<file path="config.mk">
export PLATFORM = sky130hd
export DESIGN_NAME = dma_chain_channel
export DESIGN_NICKNAME = d
export VERILOG_FILES = /design/src/rtl/dma_chain_pkg.sv /design/src/rtl/dma_chain_datapath.sv /design/src/rtl/dma_chain_control.sv /design/src/rtl/dma_chain_channel.sv
export SDC_FILE = /design/constraint.sdc
export NUM_CORES = 1
export LEC_CHECK = 0
export BUFFER_PORTS_ARGS = -buffer_cell sky130_fd_sc_hd__buf_2
export CAP_MARGIN = 20
export CORE_MARGIN = 2
export CORE_UTILIZATION = 61
export DETAILED_ROUTE_END_ITERATION = 8
export PLACE_DENSITY = 0.85
export RECOVER_POWER = 50
export SYNTH_ARGS = -nofsm -noshare
export SYNTH_HDL_FRONTEND = slang
export SYNTH_SLANG_ARGS = --single-unit
</file>
<file path="constraint.sdc">
create_clock -name clk -period 2.57 [get_ports clk]
set_input_delay 0.1285 -clock clk [delete_from_list [all_inputs] [get_ports clk]]
set_output_delay 0.1285 -clock clk [all_outputs]
set_load 0.02 [all_outputs]
</file>
<file path="src/rtl/dma_chain_pkg.sv">
package dma_chain_pkg;
  localparam int REG_IDX_W = 4;

  localparam logic [REG_IDX_W-1:0] REG_CSR         = 4'd0;
  localparam logic [REG_IDX_W-1:0] REG_NEXT        = 4'd1;
  localparam logic [REG_IDX_W-1:0] REG_NEXT_INIT   = 4'd2;
  localparam logic [REG_IDX_W-1:0] REG_LIMIT       = 4'd3;
  localparam logic [REG_IDX_W-1:0] REG_START       = 4'd4;
  localparam logic [REG_IDX_W-1:0] REG_STOP        = 4'd5;
  localparam logic [REG_IDX_W-1:0] REG_SAVED_NEXT  = 4'd6;
  localparam logic [REG_IDX_W-1:0] REG_SAVED_LIMIT = 4'd7;
  localparam logic [REG_IDX_W-1:0] REG_SAVED_START = 4'd8;
  localparam logic [REG_IDX_W-1:0] REG_SAVED_STOP  = 4'd9;

  // command bit positions
  localparam int CMD_SET_EN    = 0;
  localparam int CMD_SET_CHAIN = 1;
  localparam int CMD_CLR_CPL   = 2;
  localparam int CMD_RESET     = 3;
  localparam int CMD_INIT_BUF  = 4;
  localparam int CMD_SET_READ  = 5;
  localparam int CMD_SET_WRITE = 6;
  localparam int CMD_W         = 7;

  // status bit positions
  localparam int ST_EN    = 0;
  localparam int ST_CHAIN = 1;
  localparam int ST_CPL   = 2;
  localparam int ST_BEXC  = 3;
  localparam int ST_READ  = 4;
  localparam int ST_W     = 5;

  typedef struct packed {
    logic advance;
    logic loadCont;
    logic captureSaved;
  } dpStrobe_t;
endpackage

</file>
<file path="src/rtl/dma_chain_datapath.sv">
module dma_chain_datapath
  import dma_chain_pkg::*;
#(
  parameter int DATA_W = 32,
  parameter bit TX_EOP = 1'b0
) (
  input  logic                 clk,
  input  logic                 rstN,
  input  logic                 regWe,
  input  logic [REG_IDX_W-1:0] regAddr,
  input  logic [DATA_W-1:0]    regWdata,
  input  dpStrobe_t            strobe,
  output logic [DATA_W-1:0]    nextAddr,
  output logic                 atLimit,
  output logic                 lastWord,
  output logic                 eopTag,
  output logic [DATA_W-1:0]    addrRdata
);
  localparam logic [DATA_W-1:0] STEP = DATA_W'(DATA_W / 8);
  localparam logic [DATA_W-1:0] CMP_MASK =
      TX_EOP ? {1'b0, {(DATA_W-1){1'b1}}} : {DATA_W{1'b1}};

  logic [DATA_W-1:0] nextR, limitR, startR, stopR, segStart;
  logic [DATA_W-1:0] savedNext, savedLimit, savedStart, savedStop;

  assign nextAddr = nextR;
  assign atLimit  = (nextR & CMP_MASK) == (limitR & CMP_MASK);
  assign lastWord = ((nextR + STEP) & CMP_MASK) == (limitR & CMP_MASK);
  assign eopTag   = TX_EOP && limitR[DATA_W-1];

  always_ff @(posedge clk) begin
    if (!rstN) begin
      nextR <= '0; limitR <= '0; startR <= '0; stopR <= '0; segStart <= '0;
      savedNext <= '0; savedLimit <= '0; savedStart <= '0; savedStop <= '0;
    end else begin
      if (strobe.captureSaved) begin
        savedNext  <= segStart;
        savedLimit <= nextR;
      end
      if (strobe.loadCont) begin
        nextR    <= startR;
        limitR   <= stopR;
        segStart <= startR;
      end else if (strobe.advance) begin
        nextR <= nextR + STEP;
      end
      if (regWe) begin
        case (regAddr)
          REG_NEXT, REG_NEXT_INIT: begin nextR <= regWdata; segStart <= regWdata; end
          REG_LIMIT:       limitR     <= regWdata;
          REG_START:       startR     <= regWdata;
          REG_STOP:        stopR      <= regWdata;
          REG_SAVED_NEXT:  savedNext  <= regWdata;
          REG_SAVED_LIMIT: savedLimit <= regWdata;
          REG_SAVED_START: savedStart <= regWdata;
          REG_SAVED_STOP:  savedStop  <= regWdata;
          default: ;
        endcase
      end
    end
  end

  always_comb begin
    case (regAddr)
      REG_NEXT, REG_NEXT_INIT: addrRdata = nextR;
      REG_LIMIT:       addrRdata = limitR;
      REG_START:       addrRdata = startR;
      REG_STOP:        addrRdata = stopR;
      REG_SAVED_NEXT:  addrRdata = savedNext;
      REG_SAVED_LIMIT: addrRdata = savedLimit;
      REG_SAVED_START: addrRdata = savedStart;
      REG_SAVED_STOP:  addrRdata = savedStop;
      default:         addrRdata = '0;
    endcase
  end
endmodule

</file>
<file path="src/rtl/dma_chain_control.sv">
module dma_chain_control
  import dma_chain_pkg::*;
(
  input  logic             clk,
  input  logic             rstN,
  input  logic             cmdWe,
  input  logic [CMD_W-1:0] cmdWord,
  input  logic             atLimit,
  input  logic             devReady,
  input  logic             memAck,
  input  logic             busErr,
  output logic             memReq,
  output dpStrobe_t        strobe,
  output logic [ST_W-1:0]  status
);
  logic enR, chainR, cplR, bexcR, readR;
  logic endEvt;

  assign memReq = enR && !atLimit && devReady;
  assign endEvt = enR && atLimit && !busErr;

  assign strobe.advance      = memReq && memAck && !busErr;
  assign strobe.loadCont     = endEvt && chainR;
  assign strobe.captureSaved = endEvt;

  always_ff @(posedge clk) begin
    if (!rstN) begin
      enR <= 1'b0; chainR <= 1'b0; cplR <= 1'b0; bexcR <= 1'b0; readR <= 1'b0;
    end else begin
      if (busErr) begin
        bexcR <= 1'b1;
        enR   <= 1'b0;
      end else if (endEvt) begin
        cplR <= 1'b1;
        if (chainR) chainR <= 1'b0;
        else        enR    <= 1'b0;
      end
      if (cmdWe) begin
        if (cmdWord[CMD_RESET]) begin
          enR <= 1'b0; chainR <= 1'b0; cplR <= 1'b0; bexcR <= 1'b0;
        end
        if (cmdWord[CMD_CLR_CPL]) cplR <= 1'b0;
        if (cmdWord[CMD_SET_READ] && !cmdWord[CMD_SET_WRITE]) readR <= 1'b1;
        else if (cmdWord[CMD_SET_WRITE] && !cmdWord[CMD_SET_READ]) readR <= 1'b0;
        if (cmdWord[CMD_SET_EN])    enR    <= 1'b1;
        if (cmdWord[CMD_SET_CHAIN]) chainR <= 1'b1;
      end
    end
  end

  always_comb begin
    status           = '0;
    status[ST_EN]    = enR;
    status[ST_CHAIN] = chainR;
    status[ST_CPL]   = cplR;
    status[ST_BEXC]  = bexcR;
    status[ST_READ]  = readR;
  end
endmodule

</file>
<file path="src/rtl/dma_chain_channel.sv">
module dma_chain_channel
  import dma_chain_pkg::*;
#(
  parameter int DATA_W = 32,
  parameter bit TX_EOP = 1'b0
) (
  input  logic                 clk,
  input  logic                 rstN,
  input  logic                 regWe,
  input  logic [REG_IDX_W-1:0] regAddr,
  input  logic [DATA_W-1:0]    regWdata,
  output logic [DATA_W-1:0]    regRdata,
  output logic                 memReq,
  output logic [DATA_W-1:0]    memAddr,
  output logic                 memWrite,
  output logic                 memEop,
  input  logic                 memAck,
  input  logic                 devReady,
  input  logic                 busErr,
  output logic                 irq
);
  dpStrobe_t         strobe;
  logic [ST_W-1:0]   status;
  logic [DATA_W-1:0] nextAddr, addrRdata;
  logic              atLimit, lastWord, eopTag;
  logic              stEn, stChain, stCpl, stBexc;

  dma_chain_control u_ctrl (
    .clk(clk), .rstN(rstN),
    .cmdWe(regWe && regAddr == REG_CSR), .cmdWord(regWdata[CMD_W-1:0]),
    .atLimit(atLimit), .devReady(devReady), .memAck(memAck), .busErr(busErr),
    .memReq(memReq), .strobe(strobe), .status(status)
  );

  dma_chain_datapath #(.DATA_W(DATA_W), .TX_EOP(TX_EOP)) u_dp (
    .clk(clk), .rstN(rstN), .regWe(regWe), .regAddr(regAddr), .regWdata(regWdata),
    .strobe(strobe), .nextAddr(nextAddr), .atLimit(atLimit), .lastWord(lastWord),
    .eopTag(eopTag), .addrRdata(addrRdata)
  );

  assign stEn     = status[ST_EN];
  assign stChain  = status[ST_CHAIN];
  assign stCpl    = status[ST_CPL];
  assign stBexc   = status[ST_BEXC];
  assign memAddr  = nextAddr;
  assign memWrite = status[ST_READ];
  assign memEop   = memReq && eopTag && lastWord;
  assign irq      = stCpl;
  assign regRdata = (regAddr == REG_CSR) ? DATA_W'(status) : addrRdata;
endmodule

</file>
==> key figures <==
Yosys
  – Async SR Flop Fraction: 0%
  – Seq/Total Area, Yosys: around two fifths
  – Synth cell types: roughly 70
  – Post-synth EDFFs: 0
  – Mux share of post-synthesis cell area: approximately 4.8%
  – Syn_nets: between 1500 and 2000
  – Synth top cells by count: 468 x nand2_1, 293 x dfxtp_1, 156 x o21ai_0, 133 x clkbuf_1, 128 x a21boi_0
  – Top cells by area, synth: dfxtp_1 40%, nand2_1 12%, a21boi_0 6.6%
  – Yosys reg bits: between 200 and 300
  – Dominant cell type by area after synthesis: dfxtp_1
  – Largest family of logic cells by synthesized area: compound AO/OA/AOI/OAI gates
  – Synth top area share: between 40% and 50%
  – Count leader, synth: nand2_1
  – Primary FF master, synth: dfxtp_1
  – Xor and xnor fraction of the mapped netlist area: under 10%
  – Mapped Area: 14500 um2
  – Synth warnings: 0
  – Synth Instances: between 1500 and 2000
  – Compound-gate portion of the synthesized area: 27.0%
  – Syn Area/Cell: slightly below 8 um2
  – Synth Area in Simple Gates: between 15 and 20%
  – Post-Synth Adder-Cell Area: less than 1%

Timing
  – RSZ-0062 raised after global routing: false
  – Clock Skews: about 15 ps
  – Setup_tns: 0 ps
  – Number of hold violations in the final report: 0
  – Period utilisation layout: between 90% and 100%
  – Worst-margin pin slew: approximately 1800 ps
  – Final number of setup-violating endpoints: 0
  – Final WS setup: ~32 ps
  – Min Tclk post-route: roughly 2500 ps
  – Max Fclk: 394 MHz
  – Slew Limit Fails: 23
  – Max-slew headroom: -16.9%

Cells and area
  – Post-Layout Cell Count: 2229
  – Syn-to-layout area delta: 14.8%
  – Finished layout cell area: about 17000 um2
  – Filler cells: 1779
  – Core Util, Final: a little under three quarters
  – Share of cells above drive strength 1: 12.5%
  – Nets: 1928

Outcome
  – Failing checks: capacitance limit, slew limit
  – Status: finished with violations

Global route
  – Vias in the first global route: 14200
  – Initial antenna violation count: 1
  – First-pass GRT wire length: 76300 um
  – Maximum number of pins on one net before global-route repair: 141
  – Global route overflow: 0
  – All-Layer GR Usage: 38.8%

Placement
  – Routability congestion estimate: 1.03
  – IO buf count: between 100 and 150
  – Post-DP HPWL: around 31000 um
  – Dpl ws: 208 ps
  – Placed cell count: 2137
  – Post-place instance area: ~15000 um2

Routing
  – Routed len/inst: 22.2 um
  – Initial DRC Count: about 2200
  – Routed vias/inst: around 6.7
  – First-pass DRT Iterations: 8
  – Post-Route WL: 49500 um
  – Antenna viol nets, final: 0
  – Via count: 14900
  – Residual DRC: 0

CTS
  – Clock Pin Slew Worst Setup and Hold Paths: roughly 70 ps
  – Post-CTS Setup Inserts: 0
  – Worst-Skew Late Latency: approximately 560 ps
  – TritonCTS Buffers: 30
  – Clock tree buffer depth: 3
  – CTS tree: built
  – Clock Sink Count: about 290
  – Root buffer cell: clkbuf_16
  – H-tree depth: 1

Floorplanning
  – Die Width: ~160 um
  – # rows: between 50 and 60
  – I/O Pins: 110
  – Core Area: ~23000 um2
  – Initial Util: between 60 and 70%
  – Die ar.: 25000 um2
  – DIE HEIGHT: around 160 um

Setup path
  – Buf/Inv on CP: 2
  – WS Path Type: flip-flop to primary output
  – CP max stage delay: 360 ps
  – Worst EP arrival: around 2400 ps
  – Worst path slowest cell: dfxtp_1
  – Worst-path cell chain: xnor2_2, nand4_1, nor4_2, and2_4, buf_4, nor2_1, buf_2
  – Setup crit start kind: flip-flop
  – CP Capture Type: primary output
  – CP Max Fanout: 5
  – Worst path required time: roughly 2400 ps
  – Family with the most delay on the worst path: simple AND/OR/NAND/NOR gates

Min path
  – Worst Hold Class: input port to flip-flop

Pwr
  – P per Cell Area: 625 nW/um2
  – Leakage power: 6.19 nW
  – Peak VDD IR: between 0.0005 and 0.0006 V

Job
  – MaxCap Viol Count: 1
==> cells by family after synthesis <==
kind of cell,count (synthesis)
AND/OR/NAND/NOR,621
XOR/XNOR,40
AO/OA/AOI/OAI,592
buffers and inverters,208
adder cells (fa/ha/maj),2
flip-flops,293
other,1
multiplexers,69
==> worst paths after layout <==
| check | slack (ps) | startpoint | endpoint | cells after the start |
|---|---|---|---|---|
| hold / removal | 310 | regAddr[3] | u_dp.segStart[9] | 5 |
| setup reg to reg | 130 | u_dp.nextAddr[14] | u_dp.nextAddr[21] | 6 |
| hold reg to reg | 460 | u_dp.savedStart[26] | u_dp.savedStart[26] | 2 |
| setup / recovery | 30 | u_dp.limitR[3] | memReq | 7 |
==> layout make-up <==
type	instances	area, um2	area share (%)
Multi-Input combinational cell	1325	7730	46.4
Sequential cell	293	5870	35.3
Timing Repair Buffer	228	1520	9.11
Clock buffer	42	897	5.39
Tap cell	319	399	2.40
Clock inverter	14	201	1.21
Inverter	6	22.5	0.135
Antenna cell	2	5.00	0.0301
==> worst reg2reg max path, cell delays in order (launching register included) <==
cell and delay (ps):
dfxtp_1 550, and4_1 340, nand4_1 190, or4_1 610, o31a_1 290, nor3_1 230
o21ai_1 110
==> cells in the final DEF (no fill, tap or decap), drive strengths merged, types with 22 or more instances in the layout <==
cell type	n
a21boi	128
buf	143
o21ai	162
mux2i	69
dlygate4sd3	34
dfxtp	293
a31oi	67
xnor2	36
a222oi	24
a221oi	25
nand3	37
nor2	25
nand2	469
a21oi	86
clkbuf	93
nand4	22
a22oi	24
a22o	29
==> metal layers <==
layer	share of wire [%]	routed length, um	GRT usage (%)	up-vias
met5	0	0	0	-
met4	5.2	2560	20.2	0
met3	13	6230	7.23	220
met2	44	21800	61.0	1118
met1	38	19000	50.8	6943
li1	-	-	-	6590
==> power breakdown <==
part / internal [mW] / leakage [nW] / total, mW / switching, mW
Sequential: 4.63 / 2.37 / 4.71 / 0.0753
Combinational: 0.313 / 3.27 / 0.883 / 0.570
Clock: 2.93 / 0.545 / 4.80 / 1.87
==> state kept, by name (all words and copies together), names as in the netlist, 32 cells and up <==
| signal | count |
|---|---|
| u_dp.savedLimit | 32 |
| u_dp.nextAddr | 32 |
| u_dp.savedStart | 32 |
| u_dp.savedNext | 32 |
| u_dp.limitR | 32 |
| u_dp.savedStop | 32 |
| u_dp.stopR | 32 |
| u_dp.segStart | 32 |
| u_dp.startR | 32 |
==> per-stage QoR <==
| stage | hold WS (ps) | total power [mW] |
|---|---|---|
| 2_1_floorplan | 273 | 5.33 |
| 3_3_place_gp | 444 | 5.60 |
| 3_5_place_dp | 446 | 5.62 |
| 4_1_cts | 262 | 10.4 |
| 5_1_grt | 328 | 10.6 |
| 6_report | 306 | 10.4 |
==> timing repair <==
| action | in CTS | in global routing |
|---|---|---|
| hold endpoints to repair | 244 | 0 |
| hold buffers | 34 | 0 |
| resized for setup | 2 | 3 |
| endpoints found under the setup margin | 1 | 1 |
No activity file was read; power rests on OpenSTA's default activity.
